[src/rtl/uart_irq_pkg.sv]
package uart_irq_pkg;
  localparam int NSRC = 5;
  // source index = priority rank (0 highest)
  localparam int S_LS = 0;
  localparam int S_DA = 1;
  localparam int S_TO = 2;
  localparam int S_TX = 3;
  localparam int S_MS = 4;
  localparam int UNIT_BIT = 6;
  localparam logic [7:0] EN_MASK = 8'h5F;

  localparam logic [2:0] C_LS = 3'b011;
  localparam logic [2:0] C_DA = 3'b010;
  localparam logic [2:0] C_TO = 3'b110;
  localparam logic [2:0] C_TX = 3'b001;
  localparam logic [2:0] C_MS = 3'b000;

  // enable-register bit that gates each source
  function automatic int en_bit(int idx);
    case (idx)
      S_LS:    return 2;
      S_DA:    return 0;
      S_TO:    return 4;
      S_TX:    return 1;
      default: return 3;
    endcase
  endfunction

  function automatic logic [2:0] src_code(int idx);
    case (idx)
      S_LS:    return C_LS;
      S_DA:    return C_DA;
      S_TO:    return C_TO;
      S_TX:    return C_TX;
      default: return C_MS;
    endcase
  endfunction

  // index of highest-priority active source, NSRC when none
  function automatic int first_set(logic [NSRC-1:0] v);
    int r;
    r = NSRC;
    for (int i = NSRC - 1; i >= 0; i--) begin
      if (v[i]) r = i;
    end
    return r;
  endfunction

  function automatic logic [7:0] pack_ident(logic pend, logic [2:0] code);
    return {4'b0000, code, ~pend};
  endfunction
endpackage

[src/rtl/uart_irq_enreg.sv]
module uart_irq_enreg #(
  parameter int ADDR_W = 2,
  parameter logic [ADDR_W-1:0] EN_ADDR = 1
) (
  input  logic              clk,
  input  logic              rst_n,
  input  logic              dlab,
  input  logic [ADDR_W-1:0] addr,
  input  logic              wr,
  input  logic [7:0]        wdata,
  output logic [7:0]        en_q,
  output logic              wr_hit
);
  import uart_irq_pkg::*;

  assign wr_hit = wr && (addr == EN_ADDR) && !dlab;

  always_ff @(posedge clk or negedge rst_n) begin
    if (!rst_n)      en_q <= 8'h00;
    else if (wr_hit) en_q <= wdata & EN_MASK;
  end
endmodule

[src/rtl/uart_irq_srcs.sv]
module uart_irq_srcs (
  input  logic                         clk,
  input  logic                         rst_n,
  input  logic [7:0]                   en,
  input  logic                         rx_err,
  input  logic                         fifo_mode,
  input  logic                         rx_trig,
  input  logic                         rx_ready,
  input  logic                         rx_timeout,
  input  logic                         tx_empty,
  input  logic                         tx_write,
  input  logic                         modem_chg,
  input  logic                         tx_ack,
  output logic [uart_irq_pkg::NSRC-1:0] act,
  output logic                         tx_rise
);
  import uart_irq_pkg::*;

  logic             tx_empty_q;
  logic             thr_ack_q;
  logic             thr_ack_d;
  logic [NSRC-1:0]  raw;

  assign tx_rise = tx_empty && !tx_empty_q;

  // re-arm wins over acknowledge
  always_comb begin
    thr_ack_d = thr_ack_q;
    if (tx_ack)              thr_ack_d = 1'b1;
    if (tx_rise || tx_write) thr_ack_d = 1'b0;
  end

  always_ff @(posedge clk or negedge rst_n) begin
    if (!rst_n) begin
      tx_empty_q <= 1'b0;
      thr_ack_q  <= 1'b0;
    end else begin
      tx_empty_q <= tx_empty;
      thr_ack_q  <= thr_ack_d;
    end
  end

  always_comb begin
    raw       = '0;
    raw[S_LS] = rx_err;
    raw[S_DA] = fifo_mode ? rx_trig : rx_ready;
    raw[S_TO] = rx_timeout;
    raw[S_TX] = tx_empty && !thr_ack_d;
    raw[S_MS] = modem_chg;
  end

  for (genvar g = 0; g < NSRC; g++) begin : g_gate
    localparam int B = en_bit(g);
    assign act[g] = raw[g] && en[B];
  end
endmodule

[src/rtl/uart_irq_arb.sv]
module uart_irq_arb (
  input  logic                          clk,
  input  logic                          rst_n,
  input  logic                          unit_en,
  input  logic [uart_irq_pkg::NSRC-1:0] act,
  output logic                          irq,
  output logic [7:0]                    ident
);
  import uart_irq_pkg::*;

  int         win;
  logic       pend;
  logic [2:0] code;

  always_comb begin
    win  = first_set(act);
    pend = unit_en && (win < NSRC);
    code = pend ? src_code(win) : C_MS;
  end

  always_ff @(posedge clk or negedge rst_n) begin
    if (!rst_n) begin
      irq   <= 1'b0;
      ident <= pack_ident(1'b0, C_MS);
    end else begin
      irq   <= pend;
      ident <= pack_ident(pend, code);
    end
  end
endmodule

[src/rtl/uart_irq_ctrl.sv]
module uart_irq_ctrl #(
  parameter int DATA_W = 32,
  parameter int ADDR_W = 2,
  parameter logic [ADDR_W-1:0] EN_ADDR = 1,
  parameter logic [ADDR_W-1:0] ID_ADDR = 2
) (
  input  logic              clk,
  input  logic              rst_n,
  input  logic              dlab,
  input  logic [ADDR_W-1:0] bus_addr,
  input  logic              bus_wr,
  input  logic              bus_rd,
  input  logic [7:0]        bus_wdata,
  output logic [DATA_W-1:0] bus_rdata,
  input  logic              rx_err,
  input  logic              fifo_mode,
  input  logic              rx_trig,
  input  logic              rx_ready,
  input  logic              rx_timeout,
  input  logic              tx_empty,
  input  logic              tx_write,
  input  logic              modem_chg,
  output logic              irq,
  output logic [7:0]        ident
);
  import uart_irq_pkg::*;
  localparam int PAD = DATA_W - 8;

  logic [7:0]      en_q;
  logic            en_wr_hit;
  logic [NSRC-1:0] act;
  logic            tx_rise;
  logic            tx_ack;
  logic            unit_en;

  assign unit_en = en_q[UNIT_BIT];
  assign tx_ack  = bus_rd && (bus_addr == ID_ADDR) &&
                   (ident == pack_ident(1'b1, C_TX));

  uart_irq_enreg #(.ADDR_W(ADDR_W), .EN_ADDR(EN_ADDR)) u_en (
    .clk(clk), .rst_n(rst_n), .dlab(dlab), .addr(bus_addr),
    .wr(bus_wr), .wdata(bus_wdata), .en_q(en_q), .wr_hit(en_wr_hit)
  );

  uart_irq_srcs u_src (
    .clk(clk), .rst_n(rst_n), .en(en_q), .rx_err(rx_err),
    .fifo_mode(fifo_mode), .rx_trig(rx_trig), .rx_ready(rx_ready),
    .rx_timeout(rx_timeout), .tx_empty(tx_empty), .tx_write(tx_write),
    .modem_chg(modem_chg), .tx_ack(tx_ack), .act(act), .tx_rise(tx_rise)
  );

  uart_irq_arb u_arb (
    .clk(clk), .rst_n(rst_n), .unit_en(unit_en), .act(act),
    .irq(irq), .ident(ident)
  );

  always_comb begin
    bus_rdata = '0;
    if (bus_addr == EN_ADDR && !dlab) bus_rdata = {{PAD{1'b0}}, en_q};
    else if (bus_addr == ID_ADDR)     bus_rdata = {{PAD{1'b0}}, ident};
  end
endmodule

[config.mk]
export PLATFORM = sky130hd
export DESIGN_NAME = uart_irq_ctrl
export DESIGN_NICKNAME = d
export VERILOG_FILES = /design/src/rtl/uart_irq_pkg.sv /design/src/rtl/uart_irq_enreg.sv /design/src/rtl/uart_irq_srcs.sv /design/src/rtl/uart_irq_arb.sv /design/src/rtl/uart_irq_ctrl.sv
export SDC_FILE = /design/constraint.sdc
export NUM_CORES = 1
export LEC_CHECK = 0
export ABC_AREA = 1
export BUFFER_PORTS_ARGS = -buffer_cell sky130_fd_sc_hd__buf_2
export CELL_PAD_IN_SITES_DETAIL_PLACEMENT = 1
export CELL_PAD_IN_SITES_GLOBAL_PLACEMENT = 2
export CORE_ASPECT_RATIO = 0.75
export CORE_MARGIN = 4
export CORE_UTILIZATION = 20
export CTS_CLUSTER_SIZE = 30
export DETAILED_ROUTE_END_ITERATION = 10
export GPL_TIMING_DRIVEN = 0
export PLACE_DENSITY_LB_ADDON = 0.1
export SLEW_MARGIN = 20
export SYNTH_ARGS = -nofsm -noshare
export SYNTH_HDL_FRONTEND = slang
export SYNTH_SLANG_ARGS = --single-unit
[constraint.sdc]
create_clock -name clk -period 1.5 [get_ports clk]
set_clock_uncertainty 0.15 [all_clocks]
set_input_delay 0.375 -clock clk [delete_from_list [all_inputs] [get_ports clk]]
set_output_delay 0.375 -clock clk [all_outputs]
set_load 0.05 [all_outputs]
Yosys cells after proc, flatten, opt, wreduce, memory -nomap -nowiden
Index checks and enable logic that the tools add are counted.
{"block": "totals", "register_bits": 13, "elab_cells": 43}
{"block": "classes", "order_cmp": 1, "eq_ne": 6, "muxes": 12, "bitwise": 1, "reduce_logical": 18}
{"operator": "32-bit two-way mux", "count": 4}
{"operator": "32-bit by 2-bit equality test with 1-bit output (second input constant)", "count": 2}
{"operator": "32-bit by 1-bit equality test with 1-bit output (second input constant)", "count": 1}
{"operator": "32-bit zero test", "count": 1}
{"operator": "32-bit by 4-bit < comparator with 1-bit output (second input constant)", "count": 1}
{"operator": "1-bit logical AND", "count": 13}
{"operator": "3-bit case mux with 4 select lines", "count": 1}
{"operator": "7-bit two-way mux", "count": 1}
{"operator": "4-bit by 2-bit equality test with 1-bit output (second input constant)", "count": 1}
{"operator": "1-bit two-way mux", "count": 4}
{"operator": "4-bit two-way mux", "count": 1}
{"operator": "1-bit zero test", "count": 3}
{"operator": "3-bit two-way mux", "count": 1}
{"operator": "2-bit by 1-bit equality test with 1-bit output (second input constant)", "count": 1}
{"operator": "2-bit equality test (second input constant)", "count": 1}
{"operator": "1-bit logical OR", "count": 1}
{"operator": "1-bit inverter", "count": 1}

Depth between registers and ports, before layout
{"block": "depth", "ltp_word": 15, "depth_mapped": 10}

Modules after synthesis
From an unflattened synthesis, not the netlist that was laid out.
{"block": "unflattened", "hier_cells": 143, "hier_area_um2": 1009.7}
{"mod": "uart_irq_ctrl", "n_inst": 1, "cells_each": 62, "area_each_um2": 355.3, "seq_area_each_um2": 0.0}
{"mod": "uart_irq_enreg", "n_inst": 1, "cells_each": 32, "area_each_um2": 277.8, "seq_area_each_um2": 150.1}
{"mod": "uart_irq_arb", "n_inst": 1, "cells_each": 25, "area_each_um2": 232.7, "seq_area_each_um2": 126.4}
{"mod": "uart_irq_srcs", "n_inst": 1, "cells_each": 24, "area_each_um2": 143.9, "seq_area_each_um2": 50.0}

Worst setup path before layout
No wires, ideal clock.
{"block": "synth_timing", "kind": "register to output", "startpoint": "register u_arb.ident[3]", "endpoint": "output port bus_rdata[3]", "t_arrival_ps": 1829, "path_slack_ps": -854, "path_stages_with_launch": 3, "n_path_buf": 0, "path_cell_list": "dfrtp_1 inv_1 o21ai_0"}
{"block": "synth_between", "elab_chain_len": 2}
{"item": "start, declared", "line": "uart_irq_arb.sv:7", "source": "output logic [7:0] ident"}
{"item": "start signal, assigned", "line": "uart_irq_arb.sv:24", "source": "ident <= pack_ident(1'b0, C_MS);"}
{"item": "start signal, assigned", "line": "uart_irq_arb.sv:27", "source": "ident <= pack_ident(pend, code);"}
{"item": "4-bit two-way mux", "line": "uart_irq_ctrl.sv:60", "source": "else if (bus_addr == ID_ADDR) bus_rdata = {{PAD{1'b0}}, ident};"}
{"item": "7-bit two-way mux", "line": "uart_irq_ctrl.sv:59", "source": "if (bus_addr == EN_ADDR && !dlab) bus_rdata = {{PAD{1'b0}}, en_q};"}
{"item": "end, declared", "line": "uart_irq_ctrl.sv:14", "source": "output logic [DATA_W-1:0] bus_rdata,"}
No other way between the ends.

Worst setup path in the final report
{"block": "layout_timing", "startpoint": "input port dlab", "endpoint": "output port bus_rdata[1]"}
{"block": "layout_between", "elab_chain_len": 3}
{"item": "start, declared", "line": "uart_irq_ctrl.sv:9", "source": "input logic dlab,"}
{"item": "1-bit zero test", "line": "uart_irq_ctrl.sv:59"}
{"item": "1-bit logical AND", "line": "uart_irq_ctrl.sv:59"}
{"item": "7-bit two-way mux", "line": "uart_irq_ctrl.sv:59"}
No other way between the ends.

==> flow_summary.json <==
{
  "clk_latency_ps": 240,
  "setup_violations": 7,
  "path_buf_inv": 3,
  "die_w_um": 84.5,
  "drt-pass1-iter-count": 4,
  "crit_path_end_kind": "primary output",
  "cts-root-buf": "clkbuf_8",
  "power_frac_clock_pct": 20.2,
  "grt_pass1_vias": 777,
  "hold_violations": 0,
  "synth_cell_types": 14,
  "wirelength_mm": 2.24,
  "power.density_nw_per_um2": 1040,
  "dieArea_um2": 5530,
  "status": "finished, violations left",
  "drv_slew": 0,
  "rsz0062_at_grt": "yes",
  "routed-via-count": 771,
  "p_sw_w": 0.000652,
  "power.total_w": 0.00151,
  "mappedNetlistArea_um2": 878,
  "crit_type": "input port to primary output",
  "place_ws_ps": -487,
  "layout_min_cycle_time_ps": 1650,
  "clk_path_buf_depth": 2,
  "drt_iter0_markers": 21,
  "tritoncts": "yes",
  "synth_warnings": 0,
  "cp_top_family": "buffers and inverters",
  "cpMostUsedCell": "buf_6",
  "critPathMaxFanout": 3,
  "placed_cells": 221,
  "met3_usage_pct": 2.88,
  "cp_data_required_time_ps": 970,
  "intPower_w": 0.000858,
  "leakage_nw": 0.870,
  "finalCritPeriodShare_pct": 110,
  "mostFrequentLayoutCell": "buf_4",
  "io_buffers": 31,
  "combPwrFrac_pct": 47.8,
  "switching_share_pct": 43.2,
  "avgSynthCellArea_um2": 8.29,
  "nets": 199,
  "dp_hpwl_mm": 1.95,
  "grt_pass1_wl_mm": 3.66,
  "stdcell_area_um2": 1450,
  "grt-busiest-layer": "met2",
  "start_kind": "input port",
  "post-route-util_pct": 34.8,
  "io_pins": 64,
  "layout_common_cells": "buf_4, conb_1, buf_2, nand2_1, inv_1",
  "coreArea_um2": 4150,
  "ys_ff_latch": 13,
  "grtUsageMet1_pct": 10.9,
  "ys_seq_area_share_pct": 37.2,
  "remaining_drc_errors": 0,
  "fmax_ghz": 0.606,
  "yosys.area.top_type": "dfrtp_1",
  "gp_congestion": 0.729,
  "path_clk_slew_ps": 50,
  "antenna_found_initial": 0,
  "met2_usage_pct": 13.2,
  "slowest_stage": "nor3_4",
  "syn_to_final_growth_pct": 64.8,
  "grt_max_degree": 14,
  "detail-route-antenna-nets": 0,
  "ys_top_cells_by_area": "dfrtp_1, buf_4, nand2_1",
  "rows": 20,
  "cp_data_arrival_time_ps": 1120,
  "ir_drop_mv": 0.368,
  "cts_sinks": 13,
  "overflow": 0,
  "vias_per_cell": 3.35,
  "nFillCells": 539,
  "numCtsBuffers": 3,
  "htreeDepth": 1,
  "final.setup.worst_slack_ps": -149,
  "synth_top_area_share_pct": 34.2,
  "maxCapViolations": 0,
  "failed_checks": "negative setup slack",
  "final_cell_count_no_fill": 230,
  "seqPwrFrac_pct": 32.0,
  "track_usage_pct": 8.30,
  "wl_per_cell_um": 9.73,
  "path_cells": "buf_6 > nor3_4 > buf_6 > a32o_2 > buf_8",
  "drive_gt1_share_pct": 52.6,
  "antenna_cells": 0,
  "crit_path_max_incr_delay_ps": 210,
  "placed_area_um2": 1250,
  "die_h_um": 65.4,
  "initial_core_util_pct": 21.1,
  "min_path_type": "input port to flip-flop",
  "synth_cells": 106
}
metrics by stage:
step | hold WS (ps) | TNS (ps)
final | 126 | -861
after global routing | 119 | -1160
after CTS | 123 | -868
after detailed placement | 130 | -4650
after global placement | 125 | -4250
after floorplan | -70.6 | -387
metal layers:
| layer | vias to the layer above | wire length (um) |
|---|---|---|
| met4 | 0 | 16 |
| met3 | 2 | 196 |
| li1 | 403 | - |
| met2 | 39 | 1030 |
| met5 | - | 0 |
| met1 | 327 | 997 |
worst paths after layout:
check	startpoint	endpoint	slack, ps	depth (start not counted)
worst max-delay path	dlab	bus_rdata[1]	-150	5
worst min-delay path	tx_empty	u_src.tx_empty_q$_DFF_PN0_	130	1
worst max register to register	u_arb.ident[2]$_DFF_PN0_	u_arb.ident[1]$_DFF_PN0_	130	10
worst min register to register	u_en.en_q[6]$_DFFE_PN0P_	u_arb.ident[0]$_DFF_PN1_	310	1
max in group asynchronous	rst_n	u_arb.ident[0]$_DFF_PN1_	520	2
min in group asynchronous	rst_n	u_src.tx_empty_q$_DFF_PN0_	410	2
synthesized netlist by cell type:
cell type and count:
mux2_4 4, dfstp_2 1, a32o_1 2, buf_4 30, a21oi_1 4, nor2_1 10
dfrtp_1 12, o21ai_0 3, nand3_1 3, nand2_1 18, conb_1 1, nand2_4 1
nor3_4 1, inv_1 16
state kept, by name, indices dropped and copies added, names as in the netlist:
signal            count
u_en.en_q             6
u_arb.ident           4
u_arb.irq             1
u_src.thr_ack_q       1
u_src.tx_empty_q      1
timing repair:
action                                  CTS  global route
endpoints found under the setup margin    8            11
buffers inserted                          2             2
pin swaps                                 2             1
hold buffers                              1             0
gates resized for setup                  25            10
endpoints found under the hold margin    12             0
logic make-up (layout without fill, tap and decap cells):
group                  after synthesis  in the layout  synth area share [%]
and+or+nand+nor                     33             33                  16.8
muxes                                4              4                  6.84
AOI/OAI and AO/OA                    9              9                  6.27
buffers and inverters               46             86                  32.5
DFF                                 13             13                  37.2
other                                1             30                 0.427
power groups by stage:
stage          Combinational, W  Clock [W]  Sequential [W]
2_1_floorplan          0.000433          0        0.000572
3_3_place_gp           0.000642          0        0.000481
3_5_place_dp           0.000644          0        0.000482
4_1_cts                0.000687   0.000317        0.000484
5_1_grt                0.000768   0.000342        0.000497
6_report               0.000722   0.000304        0.000484
final cells by class:
class / instances / area (um2) / share of cell area, %
buffer: 30 / 225 / 15.6
clock buffer: 4 / 45.0 / 3.11
inverter: 16 / 65.1 / 4.49
multi-input combinational: 76 / 435 / 30.1
sequential: 13 / 330 / 22.8
tap: 55 / 68.8 / 4.75
timing repair buffer: 36 / 278 / 19.2
Note: power is estimated with default switching activity, not from simulation.
